**src/rtl/stk_pkg.sv**
```systemverilog
// Shared types for the SDRAM command tracker.
// Assumes: the command code doubles as the strobe bit index.
package stk_pkg;

    typedef enum logic [3:0] {
        CMD_DESEL = 4'd0,
        CMD_NOP   = 4'd1,
        CMD_ACT   = 4'd2,
        CMD_PRE   = 4'd3,
        CMD_PREA  = 4'd4,
        CMD_RD    = 4'd5,
        CMD_WR    = 4'd6,
        CMD_MRS   = 4'd7,
        CMD_AREF  = 4'd8,
        CMD_SREN  = 4'd9,
        CMD_SREX  = 4'd10,
        CMD_PDEN  = 4'd11,
        CMD_PDEX  = 4'd12,
        CMD_BST   = 4'd13,
        CMD_NONE  = 4'd15
    } cmd_e;

    localparam int NUM_CMDS = 14;

    typedef enum logic [1:0] {
        LP_AWAKE    = 2'd0,
        LP_ACT_PD   = 2'd1,
        LP_PRE_PD   = 2'd2,
        LP_SELF_REF = 2'd3
    } lp_e;

endpackage

```
**src/rtl/stk_classify.sv**
```systemverilog
// Combinational command classifier.
// Maps the CKE pair, the low-power state and the pin pattern to one command.
// Checks legality against the bank state it is given.
// Assumes: bank state inputs reflect the state before this edge.
// A refused command yields CMD_NONE with illegal_o set.
module stk_classify
    import stk_pkg::*;
(
    input  logic cke_i,
    input  logic cke_prev_i,
    input  lp_e  lp_i,
    input  logic cs_n_i,
    input  logic ras_n_i,
    input  logic cas_n_i,
    input  logic we_n_i,
    input  logic ba_hi_zero_i,
    input  logic a8_i,
    input  logic all_idle_i,
    input  logic tgt_active_i,
    output cmd_e cmd_o,
    output logic illegal_o
);

    logic [2:0] rcw;
    assign rcw = {ras_n_i, cas_n_i, we_n_i};

    // Decode one command per edge, qualified by CKE history and bank state.
    always_comb begin
        cmd_o     = CMD_NONE;
        illegal_o = 1'b0;
        if (lp_i != LP_AWAKE) begin
            if (cke_i) begin
                cmd_o = (lp_i == LP_SELF_REF) ? CMD_SREX : CMD_PDEX;
            end
        end else if (cke_prev_i && !cke_i) begin
            if (!cs_n_i && rcw == 3'b001) begin
                if (all_idle_i) cmd_o = CMD_SREN;
                else            illegal_o = 1'b1;
            end else begin
                cmd_o = CMD_PDEN;
            end
        end else if (cke_prev_i && cke_i) begin
            if (cs_n_i) begin
                cmd_o = CMD_DESEL;
            end else begin
                case (rcw)
                    3'b111: cmd_o = CMD_NOP;
                    3'b011: begin
                        if (tgt_active_i) illegal_o = 1'b1;
                        else              cmd_o = CMD_ACT;
                    end
                    3'b010: cmd_o = a8_i ? CMD_PREA : CMD_PRE;
                    3'b101: begin
                        if (tgt_active_i) cmd_o = CMD_RD;
                        else              illegal_o = 1'b1;
                    end
                    3'b100: begin
                        if (tgt_active_i) cmd_o = CMD_WR;
                        else              illegal_o = 1'b1;
                    end
                    3'b000: begin
                        if (all_idle_i && ba_hi_zero_i) cmd_o = CMD_MRS;
                        else                            illegal_o = 1'b1;
                    end
                    3'b001: begin
                        if (all_idle_i) cmd_o = CMD_AREF;
                        else            illegal_o = 1'b1;
                    end
                    3'b110: cmd_o = CMD_BST;
                endcase
            end
        end
    end

endmodule

```
**src/rtl/stk_bank_table.sv**
```systemverilog
// Per-bank state and open-row registers.
// Acts only on commands already accepted by the classifier.
// Assumes: cmd_i is CMD_NONE whenever a command was refused.
module stk_bank_table
    import stk_pkg::*;
#(
    parameter int NUM_BANKS = 4,
    parameter int ROW_W     = 12,
    parameter int BA_W      = $clog2(NUM_BANKS)
) (
    input  logic                       clk,
    input  logic                       rst_n,
    input  cmd_e                       cmd_i,
    input  logic [BA_W-1:0]            ba_i,
    input  logic [ROW_W-1:0]           row_i,
    input  logic                       ap_i,
    output logic [NUM_BANKS-1:0]       active_o,
    output logic [NUM_BANKS*ROW_W-1:0] rows_o
);

    for (genvar b = 0; b < NUM_BANKS; b++) begin : g_bank
        logic hit;
        assign hit = (ba_i == BA_W'(b));

        // Track open or closed for bank b.
        always_ff @(posedge clk) begin
            if (!rst_n) begin
                active_o[b] <= 1'b0;
            end else if (cmd_i == CMD_PREA) begin
                active_o[b] <= 1'b0;
            end else if (hit) begin
                if (cmd_i == CMD_ACT)
                    active_o[b] <= 1'b1;
                else if (cmd_i == CMD_PRE)
                    active_o[b] <= 1'b0;
                else if ((cmd_i == CMD_RD || cmd_i == CMD_WR) && ap_i)
                    active_o[b] <= 1'b0;
            end
        end

        // Latch the row opened in bank b.
        always_ff @(posedge clk) begin
            if (!rst_n)
                rows_o[b*ROW_W +: ROW_W] <= '0;
            else if (hit && cmd_i == CMD_ACT)
                rows_o[b*ROW_W +: ROW_W] <= row_i;
        end
    end

endmodule

```
**src/rtl/stk_power_fsm.sv**
```systemverilog
// Low-power state and CKE history.
// Assumes: entry and exit commands come from the classifier, which saw the same CKE.
module stk_power_fsm
    import stk_pkg::*;
(
    input  logic clk,
    input  logic rst_n,
    input  logic cke_i,
    input  cmd_e cmd_i,
    input  logic any_active_i,
    output lp_e  lp_o,
    output logic cke_prev_o
);

    // Remember last cycle's CKE; reset treats it as high.
    always_ff @(posedge clk) begin
        if (!rst_n) cke_prev_o <= 1'b1;
        else        cke_prev_o <= cke_i;
    end

    // Move between awake, the two power-down flavours and self refresh.
    always_ff @(posedge clk) begin
        if (!rst_n) begin
            lp_o <= LP_AWAKE;
        end else begin
            case (cmd_i)
                CMD_SREN: lp_o <= LP_SELF_REF;
                CMD_PDEN: lp_o <= any_active_i ? LP_ACT_PD : LP_PRE_PD;
                CMD_SREX,
                CMD_PDEX: lp_o <= LP_AWAKE;
                default:  lp_o <= lp_o;
            endcase
        end
    end

    assert_lp_hold_R13: assert property (@(posedge clk) disable iff (!rst_n)
        (lp_o != LP_AWAKE && !cke_i) |=> $stable(lp_o));

    assert_lp_wake_R11: assert property (@(posedge clk) disable iff (!rst_n)
        (lp_o != LP_AWAKE && cke_i) |=> (lp_o == LP_AWAKE));

endmodule

```
**src/rtl/sdram_cmd_tracker.sv**
```systemverilog
// SDRAM command decoder with per-bank state tracking.
// Registers a one-hot command strobe and the captured address fields one cycle after sampling.
// Assumes: inputs are synchronous to clk.
// Timing of bursts and refresh counting is handled elsewhere.
module sdram_cmd_tracker
    import stk_pkg::*;
#(
    parameter int NUM_BANKS = 4,
    parameter int ROW_W     = 12,
    parameter int COL_W     = 8,
    parameter int AP_BIT    = 8,
    parameter int BA_W      = $clog2(NUM_BANKS)
) (
    input  logic                       clk,
    input  logic                       rst_n,
    input  logic                       cke_i,
    input  logic                       cs_n_i,
    input  logic                       ras_n_i,
    input  logic                       cas_n_i,
    input  logic                       we_n_i,
    input  logic [BA_W-1:0]            ba_i,
    input  logic [ROW_W-1:0]           addr_i,
    output logic [NUM_CMDS-1:0]        cmd_strobe_o,
    output logic [BA_W-1:0]            bank_o,
    output logic [ROW_W-1:0]           row_o,
    output logic [COL_W-1:0]           col_o,
    output logic                       auto_pre_o,
    output logic                       ext_mode_o,
    output logic                       illegal_o,
    output logic [NUM_BANKS-1:0]       bank_active_o,
    output logic [NUM_BANKS*ROW_W-1:0] open_rows_o,
    output logic [1:0]                 lp_state_o
);

    cmd_e cmd;
    logic illegal;
    lp_e  lp;
    logic cke_prev;
    logic all_idle;
    logic tgt_active;
    logic ba_hi_zero;

    assign all_idle   = (bank_active_o == '0);
    assign tgt_active = bank_active_o[ba_i];
    assign ba_hi_zero = ((ba_i >> 1) == '0);
    assign lp_state_o = lp;

    stk_classify u_classify (
        .cke_i        (cke_i),
        .cke_prev_i   (cke_prev),
        .lp_i         (lp),
        .cs_n_i       (cs_n_i),
        .ras_n_i      (ras_n_i),
        .cas_n_i      (cas_n_i),
        .we_n_i       (we_n_i),
        .ba_hi_zero_i (ba_hi_zero),
        .a8_i         (addr_i[AP_BIT]),
        .all_idle_i   (all_idle),
        .tgt_active_i (tgt_active),
        .cmd_o        (cmd),
        .illegal_o    (illegal)
    );

    stk_bank_table #(
        .NUM_BANKS (NUM_BANKS),
        .ROW_W     (ROW_W),
        .BA_W      (BA_W)
    ) u_banks (
        .clk      (clk),
        .rst_n    (rst_n),
        .cmd_i    (cmd),
        .ba_i     (ba_i),
        .row_i    (addr_i),
        .ap_i     (addr_i[AP_BIT]),
        .active_o (bank_active_o),
        .rows_o   (open_rows_o)
    );

    stk_power_fsm u_power (
        .clk          (clk),
        .rst_n        (rst_n),
        .cke_i        (cke_i),
        .cmd_i        (cmd),
        .any_active_i (!all_idle),
        .lp_o         (lp),
        .cke_prev_o   (cke_prev)
    );

    // Register the one-hot strobe and the refusal flag.
    always_ff @(posedge clk) begin
        if (!rst_n) begin
            cmd_strobe_o <= '0;
            illegal_o    <= 1'b0;
        end else begin
            cmd_strobe_o <= '0;
            if (cmd != CMD_NONE)
                cmd_strobe_o[cmd] <= 1'b1;
            illegal_o <= illegal;
        end
    end

    // Capture bank, row, column and mode-select fields of accepted commands.
    always_ff @(posedge clk) begin
        if (!rst_n) begin
            bank_o     <= '0;
            row_o      <= '0;
            col_o      <= '0;
            auto_pre_o <= 1'b0;
            ext_mode_o <= 1'b0;
        end else begin
            case (cmd)
                CMD_ACT: begin
                    bank_o <= ba_i;
                    row_o  <= addr_i;
                end
                CMD_PRE: bank_o <= ba_i;
                CMD_RD, CMD_WR: begin
                    bank_o     <= ba_i;
                    col_o      <= addr_i[COL_W-1:0];
                    auto_pre_o <= addr_i[AP_BIT];
                end
                CMD_MRS: ext_mode_o <= ba_i[0];
                default: ;
            endcase
        end
    end

    assert_strobe_onehot_R12: assert property (@(posedge clk) disable iff (!rst_n)
        $onehot0(cmd_strobe_o));

    assert_illegal_quiet_R9: assert property (@(posedge clk) disable iff (!rst_n)
        illegal_o |-> (cmd_strobe_o == '0 && $stable(bank_active_o) && $stable(open_rows_o)));

    assert_act_opens_R3: assert property (@(posedge clk) disable iff (!rst_n)
        cmd_strobe_o[CMD_ACT] |-> (bank_active_o[bank_o]
                                   && open_rows_o[bank_o*ROW_W +: ROW_W] == row_o));

    assert_prea_closes_R4: assert property (@(posedge clk) disable iff (!rst_n)
        cmd_strobe_o[CMD_PREA] |-> (bank_active_o == '0));

    assert_sref_idle_R10: assert property (@(posedge clk) disable iff (!rst_n)
        cmd_strobe_o[CMD_SREN] |-> (bank_active_o == '0 && lp_state_o == 2'd3));

    assert_mrs_idle_R6: assert property (@(posedge clk) disable iff (!rst_n)
        cmd_strobe_o[CMD_MRS] |-> (bank_active_o == '0));

endmodule

```
**config.mk**
```make
export PLATFORM = sky130hd
export DESIGN_NAME = sdram_cmd_tracker
export DESIGN_NICKNAME = d
export VERILOG_FILES = /design/src/rtl/stk_pkg.sv /design/src/rtl/stk_classify.sv /design/src/rtl/stk_bank_table.sv /design/src/rtl/stk_power_fsm.sv /design/src/rtl/sdram_cmd_tracker.sv
export SDC_FILE = /design/constraint.sdc
export NUM_CORES = 1
export LEC_CHECK = 0
export ABC_AREA = 0
export CAP_MARGIN = 5
export CORE_AREA = 2 2 84 86
export CTS_CLUSTER_DIAMETER = 60
export DETAILED_ROUTE_END_ITERATION = 16
export DIE_AREA = 0 0 86 88
export DONT_BUFFER_PORTS = 1
export PLACE_DENSITY = 0.78
export SYNTH_ARGS = -nofsm -noshare
export SYNTH_HDL_FRONTEND = slang
export SYNTH_SLANG_ARGS = --single-unit
```
**constraint.sdc**
```tcl
create_clock -name clk -period 6.3 [get_ports clk]
set_clock_uncertainty 0.05 [all_clocks]
set_input_delay 0.63 -clock clk [delete_from_list [all_inputs] [get_ports clk]]
set_output_delay 0.63 -clock clk [all_outputs]
set_load 0.01 [all_outputs]
```
==> impl_metrics.ini, run 1 <==
[cells_and_area]
synthToLayoutAreaGrowth_pct = 3.058
drive_gt1_share_pct = 10.47
diodes = 0
final_nets = 398

[detailed_routing]
wl_um = 8417
vias = 2779
wl_per_cell_um = 18.22
drt-initial-drc-count = 155
drc = 0
antenna_left = 0
vias_per_cell = 6.015
dr.pass1.iters = 4

[worst_hold_path]
hold_class = input port to flip-flop
min_path_cells = 1
hold_path_end = u_power.cke_prev_o
hold_path.startpoint = rst_n

[synth]
synth_top_cell_by_area = dfxtp_1
netlist_instances = 391
synth_area_mm2 = 0.003928
synth.area.top_cells = dfxtp_1, mux2i_1, nor2_1
synth_top_cells_by_count = dfxtp_1, nor2_1, mux2i_1
synth.top_cell.area_share_pct = 47.91
ys_ff_latch = 94
yosysMostFrequentCell = dfxtp_1
synth_edf_count = 0
synth_ff_type = dfxtp_1
yosysSeqAreaShare_pct = 47.91
yosys.cell_types.count = 54
synthArstFlopShare_pct = 0
syn_avg_cell_area_um2 = 10.04
syn-num-nets = 412
yosys_warnings = 0

[floorplan]
rows = 30
dieArea_mm2 = 0.007568
start_util_pct = 59.11
die_y_um = 88
coreArea_mm2 = 0.006644
die_w_um = 86
io_pins = 114

[timing]
fin_crit_sh_pct = 52.09
final-hold-violation-count = 0
rsz0062_at_grt = false
setup_viol = 0
maxSlewHeadroom_pct = 21.75
maxSlewViolCount = 0
worstMarginPinSlew_ns = 1.174
finalCriticalPeriod_ns = 3.282
hold_ws_ns = 0.3203
setup_slack_ns = 3.018
clock.fmax_mhz = 304.7
finalSetupTns_ns = 0

[clock_tree]
cts-buffers-inserted = 9
hold_buffers = 0
cts_sinks = 94
clkLatencyLatePin_ns = 0.34
path_clk_slew_ns = 0.09
htreeDepth = 3
cts_resized = 0
cts_tree = done
post-cts-setup-buffer-count = 0
cts_buffer_depth = 2
root_buffer = clkbuf_8

[power_and_ir_drop]
peakVddDrop_mv = 0.1578
swShare_pct = 29.64
pwr-share-clk_pct = 31.9
p_per_area_mw_per_mm2 = 313.2
p_leak_nw = 1.959
intPower_mw = 0.8920
p_sw_mw = 0.3758
combPwrFrac_pct = 15.1
seq_power_share_pct = 52.9
power_mw = 1.268

[global_route]
antenna_found_initial = 0
grt_usage_pct = 22.56
grt.overflow.total = 0
grt_start_max_net_pins = 76
grt_pass1_vias = 2649
grt_pass1_wl_um = 13520

[worst_setup_path]
crit_fanout = 14
r2r-end = u_banks.active_o[2]
startpoint = u_banks.active_o[1]
critPathKind = flip-flop to flip-flop
cp_slowest_cell = or4_4
cp.arrival_ns = 3.49
worstSetupStartpointType = flip-flop
end_kind = flip-flop
timing.rr.start = u_banks.active_o[1]
critical_path_required_ns = 6.51
regToRegSetupSlack_ns = 3.02
worstPathCellList = or4_4 -> o41ai_4 -> a32oi_2 -> nor3_4 -> nand4_2 -> and2_1 -> a221oi_2
r2r_cells = 7
slowest_delay_ns = 0.63

[placement]
dpl.hpwl_um = 5884
port_buffers = 0
place.gp.congestion = 0.8464
place_ws_ns = 2.910

[status]
status = completed

[flow_run]
max_cap_violations = 0
[layout make-up]
class	count	area, um^2
fillers	574	2596
flip-flops and latches	94	1882
multi-input cells	265	1832
clock buffers	9	123.9
well taps	80	100.1
clock inverters	7	80.08
inverters	6	22.52
repair buffers	1	7.507
[cell usage in the layout (no fill, tap or decap), types with 2 or more instances in the layout]
| master | instances |
|---|---|
| clkbuf_8 | 9 |
| and3_2 | 2 |
| a211o_1 | 3 |
| nor3_1 | 5 |
| a21oi_1 | 4 |
| a31oi_1 | 3 |
| a21o_1 | 3 |
| o211ai_1 | 2 |
| a311oi_1 | 3 |
| dfxtp_1 | 94 |
| nand3b_1 | 2 |
| nor2_1 | 84 |
| o21ai_0 | 4 |
| nand4_1 | 3 |
| and2b_1 | 2 |
| or2_2 | 3 |
| inv_1 | 5 |
| and2_1 | 3 |
| o2111ai_1 | 2 |
| nand4_2 | 4 |
| o2111a_1 | 2 |
| nand3_1 | 3 |
| nand2_1 | 25 |
| mux2i_1 | 72 |
| nor2b_1 | 6 |
| clkinv_4 | 2 |
| a2bb2oi_1 | 2 |
[worst max-delay path: cells and delay by family (launching register included)]
family           cells  cell delay (ns)
flip-flops           1             0.41
AO/OA/AOI/OAI        3             0.68
AND/OR/NAND/NOR      4             2.05
[logic make-up (layout without fill, tap and decap cells)]
group	Yosys count	count (layout)	share of synthesized area, %
compound gates	41	41	9.271
simple gates	150	150	18.22
flops	94	94	47.91
buf+inv	32	23	5.448
mux	73	73	18.92
xor+xnor	1	1	0.2230
[worst max-delay path by stage]
| stage | to | cells after the start | slack [ns] |
|---|---|---|---|
| 2_1_floorplan | u_banks.active_o[2] | 8 | 3.59 |
| 3_3_place_gp | u_banks.active_o[2] | 7 | 2.99 |
| 3_5_place_dp | u_banks.active_o[2] | 7 | 2.91 |
| 4_1_cts | u_banks.active_o[2] | 7 | 3.02 |
| 5_1_grt | u_banks.active_o[2] | 7 | 2.85 |
| 6_report | u_banks.active_o[2] | 7 | 3.02 |
[routing by layer]
layer | up-vias | global-route usage [%] | routed length (um) | share of wire [%]
met2 | 115 | 35.02 | 3974 | 47
met3 | 13 | 8.954 | 834 | 9.9
met4 | 0 | 9.380 | 114 | 1.4
li1 | 1323 | - | - | -
met5 | - | 0 | 0 | 0
met1 | 1328 | 28.07 | 3493 | 41
[state kept, by name, summed over array words and instances (netlist names)]
name and flops:
bank_o 2, u_power.cke_prev_o 1, u_banks.rows_o 48, ext_mode_o 1
col_o 8, u_power.lp_o 2, u_banks.active_o 4, row_o 12
illegal_o 1, auto_pre_o 1, cmd_strobe_o 14
[through the flow]
stage	cell area [um^2]	util [%]	instances
after global routing	4048	60.92	462
after detailed placement	3844	57.85	446
final	4048	60.92	462
after floorplan	3928	-	391
after global placement	3844	57.85	446
after CTS	4048	60.92	462
[power groups by stage]
stage	registers, mW	clock network (mW)	logic [mW]
6_report	0.671	0.405	0.192
5_1_grt	0.676	0.437	0.212
4_1_cts	0.672	0.412	0.191
3_5_place_dp	0.685	0	0.191
3_3_place_gp	0.685	0	0.185
2_1_floorplan	0.670	0	0.185
No activity file was read; power rests on OpenSTA's default activity.
==> run 2: changes to the inputs <==
--- a/config.mk
+++ b/config.mk
@@ -7,12 +7,12 @@
 export LEC_CHECK = 0
 export ABC_AREA = 0
 export CAP_MARGIN = 5
-export CORE_AREA = 2 2 84 86
+export CORE_AREA = 2 2 87 89
 export CTS_CLUSTER_DIAMETER = 60
 export DETAILED_ROUTE_END_ITERATION = 16
-export DIE_AREA = 0 0 86 88
+export DIE_AREA = 0 0 89 91
 export DONT_BUFFER_PORTS = 1
-export PLACE_DENSITY = 0.78
+export PLACE_DENSITY = 0.76
 export SYNTH_ARGS = -nofsm -noshare
 export SYNTH_HDL_FRONTEND = slang
 export SYNTH_SLANG_ARGS = --single-unit
==> constraint.sdc (replaced) <==
create_clock -name clk -period 2.7 [get_ports clk]
set_clock_uncertainty 0.05 [all_clocks]
set_input_delay 0.27 -clock clk [delete_from_list [all_inputs] [get_ports clk]]
set_output_delay 0.27 -clock clk [all_outputs]
set_load 0.01 [all_outputs]
==> run 2 against run 1 <==
Compared with the run above:
- fmax is 30% higher
- register-to-register slack lost 2.8 ns
- non-clock buffer count grew 42
- worst hold slack worse by 0.31 ns
- worst setup slack lost 2.8 ns
- count of clock-buffer cells in the layout is the same
- total power is 140% higher
- via count rose by 4.3%
- sequential power is 130% higher
==> impl_metrics.ini, run 2 (synthesis gave the netlist of run 1 again) <==
[status]
status = completed

[worst_setup_path]
end_kind = flip-flop
cp_slowest_cell = or4_4
worstPathCellList = or4_4 -> nand3_1 -> a31oi_1 -> nor3_4 -> nand4_2 -> buf_4 -> mux2i_1 -> nor2_1
cp.arrival_ns = 2.70
slowest_delay_ns = 0.61
critical_path_required_ns = 2.88
crit_fanout = 7
worstSetupStartpointType = flip-flop
critPathKind = flip-flop to flip-flop

[power_and_ir_drop]
peakVddDrop_mv = 0.3275
p_per_area_mw_per_mm2 = 677.7
power_mw = 3.012
p_leak_nw = 2.142

[timing]
maxSlewHeadroom_pct = 53.47
final-hold-violation-count = 0
fin_crit_sh_pct = 93.29
setup_viol = 0
finalSetupTns_ns = 0
clock.fmax_mhz = 397.0
hold_ws_ns = 0.006304
maxSlewViolCount = 0
worstMarginPinSlew_ns = 0.6969
finalCriticalPeriod_ns = 2.519
setup_slack_ns = 0.1812

[floorplan]
die_y_um = 91
rows = 31
coreArea_mm2 = 0.007137
start_util_pct = 55.03
die_w_um = 89
dieArea_mm2 = 0.008099
io_pins = 114

[placement]
place_ws_ns = 0.06219
numPlacedInstances = 489
port_buffers = 0
place.gp.congestion = 0.8646
dpl.hpwl_um = 6394
placed_cell_area_mm2 = 0.004048

[clock_tree]
cts-buffers-inserted = 9
clkLatencyLatePin_ns = 0.35
path_clk_slew_ns = 0.10
cts_tree = done
root_buffer = clkbuf_8
cts_sinks = 94
htreeDepth = 3
cts_buffer_depth = 2

[cells_and_area]
final_util_pct = 62.27
stdcell_count = 523
synthToLayoutAreaGrowth_pct = 13.16
layout_commonest_cell = dfxtp_1
final_area_mm2 = 0.004444
max_flop_register = u_banks.rows_o
final_cell_mix = dfxtp_1, nor2_1, mux2i_1, buf_4, nand2_1
drive_gt1_share_pct = 15.57
largest_register_ffs = 48
final_nets = 440
diodes = 0
nFillCells = 621
largest_registers = u_banks.rows_o: 48 flops, cmd_strobe_o: 14 flops, row_o: 12 flops

[detailed_routing]
vias = 2898
antenna_left = 0
drt-initial-drc-count = 117
vias_per_cell = 5.541
wl_um = 9068
wl_per_cell_um = 17.34
drc = 0
dr.pass1.iters = 4

[global_route]
grt_pass1_wl_um = 14680
grt_start_max_net_pins = 44
grt.overflow.total = 0
grt_pass1_vias = 2835
grt_usage_pct = 23.13
antenna_found_initial = 0

[worst_hold_path]
hold_class = input port to flip-flop

[flow_run]
max_cap_violations = 0
## run 2: worst max-delay path: cells and delay by family (launching register included)
kind	cells	cell delay, ns
AND/OR/NAND/NOR	5	1.38
flip-flops	1	0.37
buffers and inverters	1	0.24
AO/OA/AOI/OAI	1	0.20
multiplexers	1	0.15
## run 2: report_power, final
part	switching [mW]	internal, mW	total [mW]
registers	0.0855	1.46	1.55
clock network	0.542	0.364	0.906
logic	0.312	0.246	0.558
total	0.939	2.07	3.01
## run 2: worst paths after layout
path / cells past startpoint / end / startpoint / slack, ns
max: 8 / u_banks.rows_o[8] / u_banks.active_o[1] / 0.18
min: 2 / u_banks.rows_o[43] / addr_i[7] / 0.006
max reg2reg: 8 / u_banks.rows_o[8] / u_banks.active_o[1] / 0.18
min reg2reg: 2 / bank_o[0] / bank_o[0] / 0.47
## run 2: cell type report
class	instances	area [um^2]	share of cell area (%)
clock buffers	9	123.9	2.787
clock inverters	7	77.57	1.745
inverters	6	22.52	0.5068
multi-input cells	265	1849	41.61
flip-flops and latches	94	1882	42.34
well taps	99	123.9	2.787
repair buffers	43	365.4	8.221
## run 2: metal layers
layer  part of all wire, %  vias to the layer above  track usage [%]
met1                    44                     1372            30.76
met5                     0                        -                0
met3                   7.5                        9            6.818
li1                      -                     1417                -
met4                   1.2                        0            7.214
met2                    47                      100            36.07
## run 2: timing repair
item	CTS	global route
setup endpoints to repair	0	68
hold buffers	14	3
resized for setup	0	3
buffers inserted	0	1
hold endpoints to repair	36	4
